**config.mk**
```make
export PLATFORM = sky130hd
export DESIGN_NAME = frame_nco_dpll
export DESIGN_NICKNAME = d
export VERILOG_FILES = /design/src/rtl/dpll_pkg.sv /design/src/rtl/dpll_phase_det.sv /design/src/rtl/dpll_loop_filter.sv /design/src/rtl/dpll_nco_div.sv /design/src/rtl/frame_nco_dpll.sv
export SDC_FILE = /design/constraint.sdc
export NUM_CORES = 1
export LEC_CHECK = 0
export BUFFER_PORTS_ARGS = -buffer_cell sky130_fd_sc_hd__buf_2
export CELL_PAD_IN_SITES_DETAIL_PLACEMENT = 1
export CELL_PAD_IN_SITES_GLOBAL_PLACEMENT = 2
export CORE_MARGIN = 2
export CORE_UTILIZATION = 35
export CTS_CLUSTER_SIZE = 8
export DETAILED_ROUTE_END_ITERATION = 8
export PLACE_DENSITY = 0.84
export SLEW_MARGIN = 20
export SYNTH_ARGS = -nofsm -noshare
export SYNTH_HDL_FRONTEND = slang
export SYNTH_SLANG_ARGS = --single-unit
export TNS_END_PERCENT = 50
```
**constraint.sdc**
```tcl
create_clock -name hf_clk -period 7 [get_ports hf_clk]
set_clock_uncertainty 0.2 [all_clocks]
set_input_delay 1.4 -clock hf_clk [delete_from_list [all_inputs] [get_ports hf_clk]]
set_output_delay 1.4 -clock hf_clk [all_outputs]
set_load 0.03 [all_outputs]
```
**src/rtl/dpll_pkg.sv**
```systemverilog
package dpll_pkg;
    typedef enum logic {
        PD_IDLE,
        PD_RUN
    } pd_state_t;

    typedef enum logic [1:0] {
        DV_IDLE,
        DV_COUNT,
        DV_LAST
    } dv_state_t;
endpackage

```
**src/rtl/dpll_phase_det.sv**
```systemverilog
module dpll_phase_det
    import dpll_pkg::*;
#(
    parameter int CNT_W = 16
) (
    input  logic             clk,
    input  logic             rst_n,
    input  logic             dpll_rst,
    input  logic             line_mf,
    input  logic             pcm_mf,
    input  logic [CNT_W-1:0] mf_limit,
    output logic [CNT_W-1:0] meas_count,
    output logic             meas_strobe,
    output logic             sat_err
);
    pd_state_t        st_q, st_d;
    logic [1:0]       presc_q;
    logic [CNT_W-1:0] cnt_q;

    always_comb begin
        st_d = st_q;
        unique case (st_q)
            PD_IDLE: if (line_mf) st_d = PD_RUN;
            PD_RUN: begin
                if (line_mf)               st_d = PD_RUN;
                else if (pcm_mf)           st_d = PD_IDLE;
                else if (cnt_q >= mf_limit) st_d = PD_IDLE;
            end
            default: st_d = PD_IDLE;
        endcase
    end

    always_ff @(posedge clk) begin
        if (!rst_n || dpll_rst) st_q <= PD_IDLE;
        else                    st_q <= st_d;
    end

    always_ff @(posedge clk) begin
        if (!rst_n || dpll_rst) begin
            presc_q     <= '0;
            cnt_q       <= '0;
            meas_count  <= '0;
            meas_strobe <= 1'b0;
            sat_err     <= 1'b0;
        end else begin
            meas_strobe <= 1'b0;
            unique case (st_q)
                PD_IDLE: begin
                    if (line_mf) begin
                        presc_q <= '0;
                        cnt_q   <= '0;
                    end
                end
                PD_RUN: begin
                    if (line_mf) begin
                        presc_q <= '0;
                        cnt_q   <= '0;
                    end else if (pcm_mf) begin
                        meas_count  <= cnt_q;
                        meas_strobe <= 1'b1;
                        sat_err     <= 1'b0;
                    end else if (cnt_q >= mf_limit) begin
                        sat_err <= 1'b1;
                    end else begin
                        presc_q <= presc_q + 2'd1;
                        if (presc_q == 2'd3) cnt_q <= cnt_q + 1'b1;
                    end
                end
                default: ;
            endcase
        end
    end

    assert_sat_from_run_R3: assert property (@(posedge clk) disable iff (!rst_n)
        $rose(sat_err) |-> $past(st_q == PD_RUN));

    assert_limit_ends_R3: assert property (@(posedge clk) disable iff (!rst_n || dpll_rst)
        (st_q == PD_RUN && cnt_q >= mf_limit && !line_mf && !pcm_mf)
        |=> (st_q == PD_IDLE && sat_err));

    assert_meas_on_stop_R2: assert property (@(posedge clk) disable iff (!rst_n)
        !$stable(meas_count) |-> ($past(st_q == PD_RUN && pcm_mf && !line_mf) || $past(dpll_rst)));
endmodule

```
**src/rtl/dpll_loop_filter.sv**
```systemverilog
module dpll_loop_filter #(
    parameter int CNT_W  = 16,
    parameter int FRAC_W = 12,
    parameter int GAIN_W = 4
) (
    input  logic              clk,
    input  logic              rst_n,
    input  logic              dpll_rst,
    input  logic              meas_strobe,
    input  logic [CNT_W-1:0]  meas_count,
    input  logic [CNT_W-1:0]  phase_target,
    input  logic [GAIN_W-1:0] gain,
    input  logic              closed_loop,
    input  logic [FRAC_W+1:0] factor,
    output logic [FRAC_W+1:0] freq_word
);
    localparam int W_W   = FRAC_W + 2;
    localparam int INT_W = CNT_W + 4;
    localparam int SUM_W = INT_W + 2;
    localparam logic signed [SUM_W-1:0] RAW_MAX = SUM_W'(3) <<< FRAC_W;

    logic signed [INT_W-1:0] integ_q;
    logic signed [CNT_W:0]   err_s;
    logic signed [INT_W-1:0] step_s;
    logic signed [SUM_W-1:0] raw_s;

    always_comb begin
        err_s  = $signed({1'b0, meas_count}) - $signed({1'b0, phase_target});
        step_s = INT_W'(err_s >>> gain);
    end

    always_ff @(posedge clk) begin
        if (!rst_n || dpll_rst)            integ_q <= '0;
        else if (meas_strobe && closed_loop) integ_q <= integ_q + step_s;
    end

    always_comb begin
        raw_s = SUM_W'($signed({1'b0, factor}));
        if (closed_loop) raw_s = raw_s + SUM_W'(integ_q);
        if (raw_s < 0)            freq_word = '0;
        else if (raw_s > RAW_MAX) freq_word = RAW_MAX[W_W-1:0];
        else                      freq_word = raw_s[W_W-1:0];
    end

    assert_integ_hold_open_R5: assert property (@(posedge clk) disable iff (!rst_n || dpll_rst)
        !closed_loop |=> $stable(integ_q));

    assert_integ_only_on_meas_R4: assert property (@(posedge clk) disable iff (!rst_n || dpll_rst)
        !meas_strobe |=> $stable(integ_q));
endmodule

```
**src/rtl/dpll_nco_div.sv**
```systemverilog
module dpll_nco_div
    import dpll_pkg::*;
#(
    parameter int FRAC_W  = 12,
    parameter int DIV_NOM = 5
) (
    input  logic              clk,
    input  logic              rst_n,
    input  logic              dpll_rst,
    input  logic [FRAC_W+1:0] freq_word,
    output logic              div_clk,
    output logic              rclk
);
    localparam int W_W   = FRAC_W + 2;
    localparam int DIV_W = $clog2(DIV_NOM + 3);

    dv_state_t         st_q, st_d;
    logic [DIV_W-1:0]  cnt_q;
    logic [FRAC_W-1:0] acc_q;
    logic [W_W-1:0]    sum_w;
    logic [DIV_W-1:0]  next_div;

    always_comb begin
        sum_w    = W_W'(acc_q) + freq_word;
        next_div = DIV_W'(DIV_NOM - 1) + DIV_W'(sum_w[W_W-1:FRAC_W]);
    end

    always_comb begin
        st_d = st_q;
        unique case (st_q)
            DV_IDLE:  st_d = DV_COUNT;
            DV_COUNT: if (cnt_q == DIV_W'(1)) st_d = DV_LAST;
            DV_LAST:  st_d = DV_COUNT;
            default:  st_d = DV_IDLE;
        endcase
    end

    always_ff @(posedge clk) begin
        if (!rst_n || dpll_rst) st_q <= DV_IDLE;
        else                    st_q <= st_d;
    end

    always_ff @(posedge clk) begin
        if (!rst_n || dpll_rst) begin
            cnt_q <= '0;
            acc_q <= '0;
            rclk  <= 1'b0;
        end else begin
            unique case (st_q)
                DV_IDLE, DV_LAST: begin
                    cnt_q <= next_div - 1'b1;
                    acc_q <= sum_w[FRAC_W-1:0];
                    if (st_q == DV_LAST) rclk <= ~rclk;
                end
                DV_COUNT: cnt_q <= cnt_q - 1'b1;
                default: ;
            endcase
        end
    end

    always_comb div_clk = (st_q == DV_LAST);

    assert_single_pulse_R7: assert property (@(posedge clk) disable iff (!rst_n || dpll_rst)
        div_clk |=> !div_clk);

    assert_rclk_toggle_R8: assert property (@(posedge clk) disable iff (!rst_n || dpll_rst)
        div_clk |=> (rclk != $past(rclk)));

    assert_rclk_hold_R8: assert property (@(posedge clk) disable iff (!rst_n || dpll_rst)
        !div_clk |=> $stable(rclk));

    assert_cnt_range_R6: assert property (@(posedge clk) disable iff (!rst_n || dpll_rst)
        (st_q == DV_COUNT) |-> (cnt_q >= DIV_W'(1) && cnt_q <= DIV_W'(DIV_NOM + 1)));
endmodule

```
**src/rtl/frame_nco_dpll.sv**
```systemverilog
module frame_nco_dpll #(
    parameter int CNT_W   = 16,
    parameter int FRAC_W  = 12,
    parameter int GAIN_W  = 4,
    parameter int DIV_NOM = 5
) (
    input  logic              hf_clk,
    input  logic              rst_n,
    input  logic              dpll_rst,
    input  logic              closed_loop,
    input  logic              line_mf,
    input  logic              pcm_mf,
    input  logic [CNT_W-1:0]  mf_limit,
    input  logic [CNT_W-1:0]  phase_target,
    input  logic [GAIN_W-1:0] gain,
    input  logic [FRAC_W+1:0] factor,
    output logic              rclk,
    output logic              div_clk,
    output logic [CNT_W-1:0]  meas_count,
    output logic              sat_err,
    output logic [FRAC_W+1:0] freq_word
);
    logic meas_strobe;

    dpll_phase_det #(.CNT_W(CNT_W)) u_pd (
        .clk        (hf_clk),
        .rst_n      (rst_n),
        .dpll_rst   (dpll_rst),
        .line_mf    (line_mf),
        .pcm_mf     (pcm_mf),
        .mf_limit   (mf_limit),
        .meas_count (meas_count),
        .meas_strobe(meas_strobe),
        .sat_err    (sat_err)
    );

    dpll_loop_filter #(.CNT_W(CNT_W), .FRAC_W(FRAC_W), .GAIN_W(GAIN_W)) u_lf (
        .clk         (hf_clk),
        .rst_n       (rst_n),
        .dpll_rst    (dpll_rst),
        .meas_strobe (meas_strobe),
        .meas_count  (meas_count),
        .phase_target(phase_target),
        .gain        (gain),
        .closed_loop (closed_loop),
        .factor      (factor),
        .freq_word   (freq_word)
    );

    dpll_nco_div #(.FRAC_W(FRAC_W), .DIV_NOM(DIV_NOM)) u_nco (
        .clk      (hf_clk),
        .rst_n    (rst_n),
        .dpll_rst (dpll_rst),
        .freq_word(freq_word),
        .div_clk  (div_clk),
        .rclk     (rclk)
    );
endmodule

```
==> metrics.csv <==
metric;value;unit
core_area;21100;sq um
crit_buf_inv;2;
start_kind;primary input;
vias_per_cell;5.49;
fp-row-count;53;
r2r_cells;26;
synth-edff-count;0;
p_leak;3.98;nW
drt_drc_violations_left;0;
gp_congestion;0.842;
worst_pin_slew;743;ps
rsz0062_at_grt;no;
cpMaxStageDelayCell;or3b_2;
hold_violations;0;
synth_top_area_share;19.9;%
path_max_fanout;6;
drive_gt1_share;15.7;%
max_stage_delay;490;ps
htreeDepth;3;
via_count;7652;
area_growth_syn_to_layout;16.3;%
r2r_start;u_lf.integ_q[0];
clk_latency;350;ps
drt_iter0_drc;253;
grt_pass1_wl;37700;um
dp_slack;-234;ps
ys_seq_area_share;19.9;%
crit_path_frequent_cell;o31a_1;
detail-route-antenna-nets;0;
antenna_found_initial;0;
cts_buffers;9;
synthesis.nets;1167;
setup_viol;0;
cts_root_buf;clkbuf_16;
fmax;149;MHz
diodes;0;
r2r_slack;1080;ps
relSlewSlack;50.3;%
synth-main-ff-cell;dfxtp_1;
r2r_end;u_nco.cnt_q[1];
hp-class;flop to flop;
min_period_over_period;95.7;%
maxCapViolCount;0;
synthCells;1025;
crit_chain;buf_2, inv_1, ha_1, nor2b_1, o31a_1, o41a_1, o31a_1, o211a_1, nor3_1, mux2i_1, a211oi_1, a21o_1, ha_1, fa_1, a21oi_1, o22ai_1, nor4_1, o31a_1, o31ai_2, nor3_1, or3b_2, a2111o_1, nand3_1;
hp-start;u_pd.meas_count[0];
end_kind;flop;
ys_warn_count;0;
holdPathStages;2;
avgSynthCellArea;7.36;sq um
post-route-worst-setup-slack;304;ps
dpl.hpwl;18200;um
ioPinCount;89;
finalCriticalPeriod;6700;ps
cp_data_arrival_time;6790;ps
start_util;35.8;%
synth-seq-cells;75;
syn-cell-area;7550;sq um
cts_buffer_depth;2;
cts_hold_buf;0;
synth_top_area_cell;dfxtp_1;
die_w;151;um
placed_cell_area;8430;sq um
globalRouteOverflowTotal;0;
track_usage;20.4;%
criticalPathCategory;primary input to flop;
port_buffers;88;
p_per_area;143;nW/um^2
final_nets;1257;
fill_cells;2673;
vdd_ir_drop_max;104;uV
holdPathEnd;u_pd.meas_count[0];
dr.pass1.iters;4;
drv_slew;0;
die_area;22800;sq um
final_area;8780;sq um
cts_tree;yes;
die_y;151;um
wl_per_cell;16.4;um
synth_area_leaders;dfxtp_1 20%, ha_1 14%, a21oi_1 6.6%;
status;finished, final reports clean;
ys_async_sr_fraction;0;%
path_clk_slew;60;ps
grt_pass1_vias;7610;
critPathRequiredTime;7090;ps
grt_start_max_net_pins;57;
synthDistinctLibCells;75;
wirelength;22900;um
cts.sinks;75;
path_delay_family;compound AO/OA/AOI/OAI gates;
## power by group
group | leakage [nW] | total (mW) | switching, mW | internal (mW)
registers | 0.606 | 0.438 | 0.00424 | 0.433
clock network | 0.155 | 0.517 | 0.195 | 0.322
logic | 3.22 | 0.305 | 0.181 | 0.125
## cell type report
cell class	instances	area, sq um	area share (%)
multi-input combinational	843	5670	64.5
clock buffer	10	239	2.72
clock inverter	6	88.8	1.01
timing repair buffer	123	703	8.01
sequential	75	1500	17.1
tap	275	344	3.92
inverter	63	236	2.69
## timing repair
| item | 4_1_cts | 5_1_grt |
|---|---|---|
| setup endpoints to repair | 0 | 4 |
| setup buffers | 0 | 0 |
| gates resized for setup | 0 | 7 |
## metal layers
layer	GRT usage [%]	up-vias	wire, um
li1	-	3890	-
met5	0	-	0
met3	2.83	11	760
met2	35.5	109	10800
met1	27.4	3642	11100
met4	2.90	0	141
## synth_stat cells (all sizes together), types with 6 or more instances
cell type,number
a211o,8
a211oi,17
a21o,17
a21oi,99
a31o,7
a31oi,13
and2,13
and3,16
buf,6
clkbuf,38
dfxtp,75
ha,82
inv,61
mux2,9
mux2i,20
nand2,102
nand2b,13
nand3,25
nand4,14
nor2,115
nor2b,24
nor3,23
o211ai,10
o21a,20
o21ai,51
o31ai,8
or3,11
xnor2,19
xor2,24
## worst reg2reg max path, stage by stage, from the launching register on
cell,delay [ps]
dfxtp_1,450
ha_1,210
inv_1,50
fa_1,370
nor2b_1,210
o2111a_1,280
o21ai_0,110
a31oi_1,240
nand4_1,160
a2111oi_2,350
nand4_1,140
a31o_2,300
buf_4,160
a211oi_2,180
ha_1,180
a21o_1,140
a211oi_2,80
o21ai_0,270
a31oi_1,140
a21oi_1,260
a21oi_1,150
or4b_1,480
a31o_1,190
ha_1,270
nor2_1,40
a21oi_1,120
nor2_1,50
## state kept, by name, summed over array words and instances (netlist names)
name              cells
u_nco.cnt_q           3
u_pd.cnt_q           16
u_nco.st_q            2
u_lf.integ_q         20
u_pd.meas_count      16
u_pd.sat_err          1
u_pd.meas_strobe      1
u_pd.st_q             1
u_nco.acc_q          12
u_nco.rclk            1
u_pd.presc_q          2
## logic make-up (layout without fill, tap and decap cells)
kind of cell | Yosys count | in the layout | synth area share [%]
mux | 29 | 29 | 4.00
xor+xnor | 43 | 43 | 4.99
compound gates | 305 | 305 | 26.9
fa+ha+maj | 86 | 86 | 14.7
flops | 75 | 75 | 19.9
buf+inv | 107 | 202 | 5.42
simple gates | 380 | 380 | 24.1
## cells in the final DEF (no fill, tap or decap), types with 5 or more instances in the layout
| cell | instances |
|---|---|
| xnor2_1 | 19 |
| inv_1 | 61 |
| nand3_1 | 24 |
| o21ai_0 | 51 |
| o21a_1 | 20 |
| nor4_1 | 5 |
| nor3b_1 | 5 |
| buf_2 | 88 |
| a211o_1 | 8 |
| and2_1 | 11 |
| a21o_1 | 16 |
| nand2b_1 | 12 |
| nand4_1 | 14 |
| mux2_2 | 9 |
| o31ai_1 | 5 |
| o211ai_1 | 10 |
| a21oi_1 | 98 |
| dfxtp_1 | 75 |
| nor2_1 | 114 |
| a211oi_1 | 15 |
| and3_1 | 16 |
| a31oi_1 | 12 |
| nand2_1 | 102 |
| nor2b_1 | 24 |
| clkbuf_16 | 9 |
| ha_1 | 82 |
| mux2i_1 | 20 |
| xor2_1 | 24 |
| or3_1 | 9 |
| o31a_1 | 5 |
| nor3_1 | 23 |
| buf_4 | 35 |
## worst max path at each step
stage / start / end / slack [ps] / cells past startpoint
finish: phase_target[1] / u_lf.integ_q[18] / 300 / 23
floorplan: factor[0] / u_nco.cnt_q[1] / 170 / 28
CTS: factor[2] / u_nco.cnt_q[1] / 120 / 26
global placement: factor[2] / u_nco.cnt_q[1] / -90 / 26
global route: phase_target[0] / u_lf.integ_q[19] / 10 / 25
detailed placement: factor[2] / u_nco.cnt_q[1] / -230 / 26
## stage by stage
stage | hold WS, ps | cells | util [%] | power [mW] | setup TNS [ps]
finish | 278 | 1395 | 41.6 | 1.26 | 0
global route | 317 | 1395 | 41.6 | 1.33 | 0
CTS | 284 | 1395 | 41.5 | 1.27 | 0
detailed placement | 274 | 1379 | 40.0 | 0.751 | -654
global placement | 269 | 1379 | 40.0 | 0.746 | -174
floorplan | 253 | 1025 | - | 0.659 | 0
(Power assumes the default switching activity.)
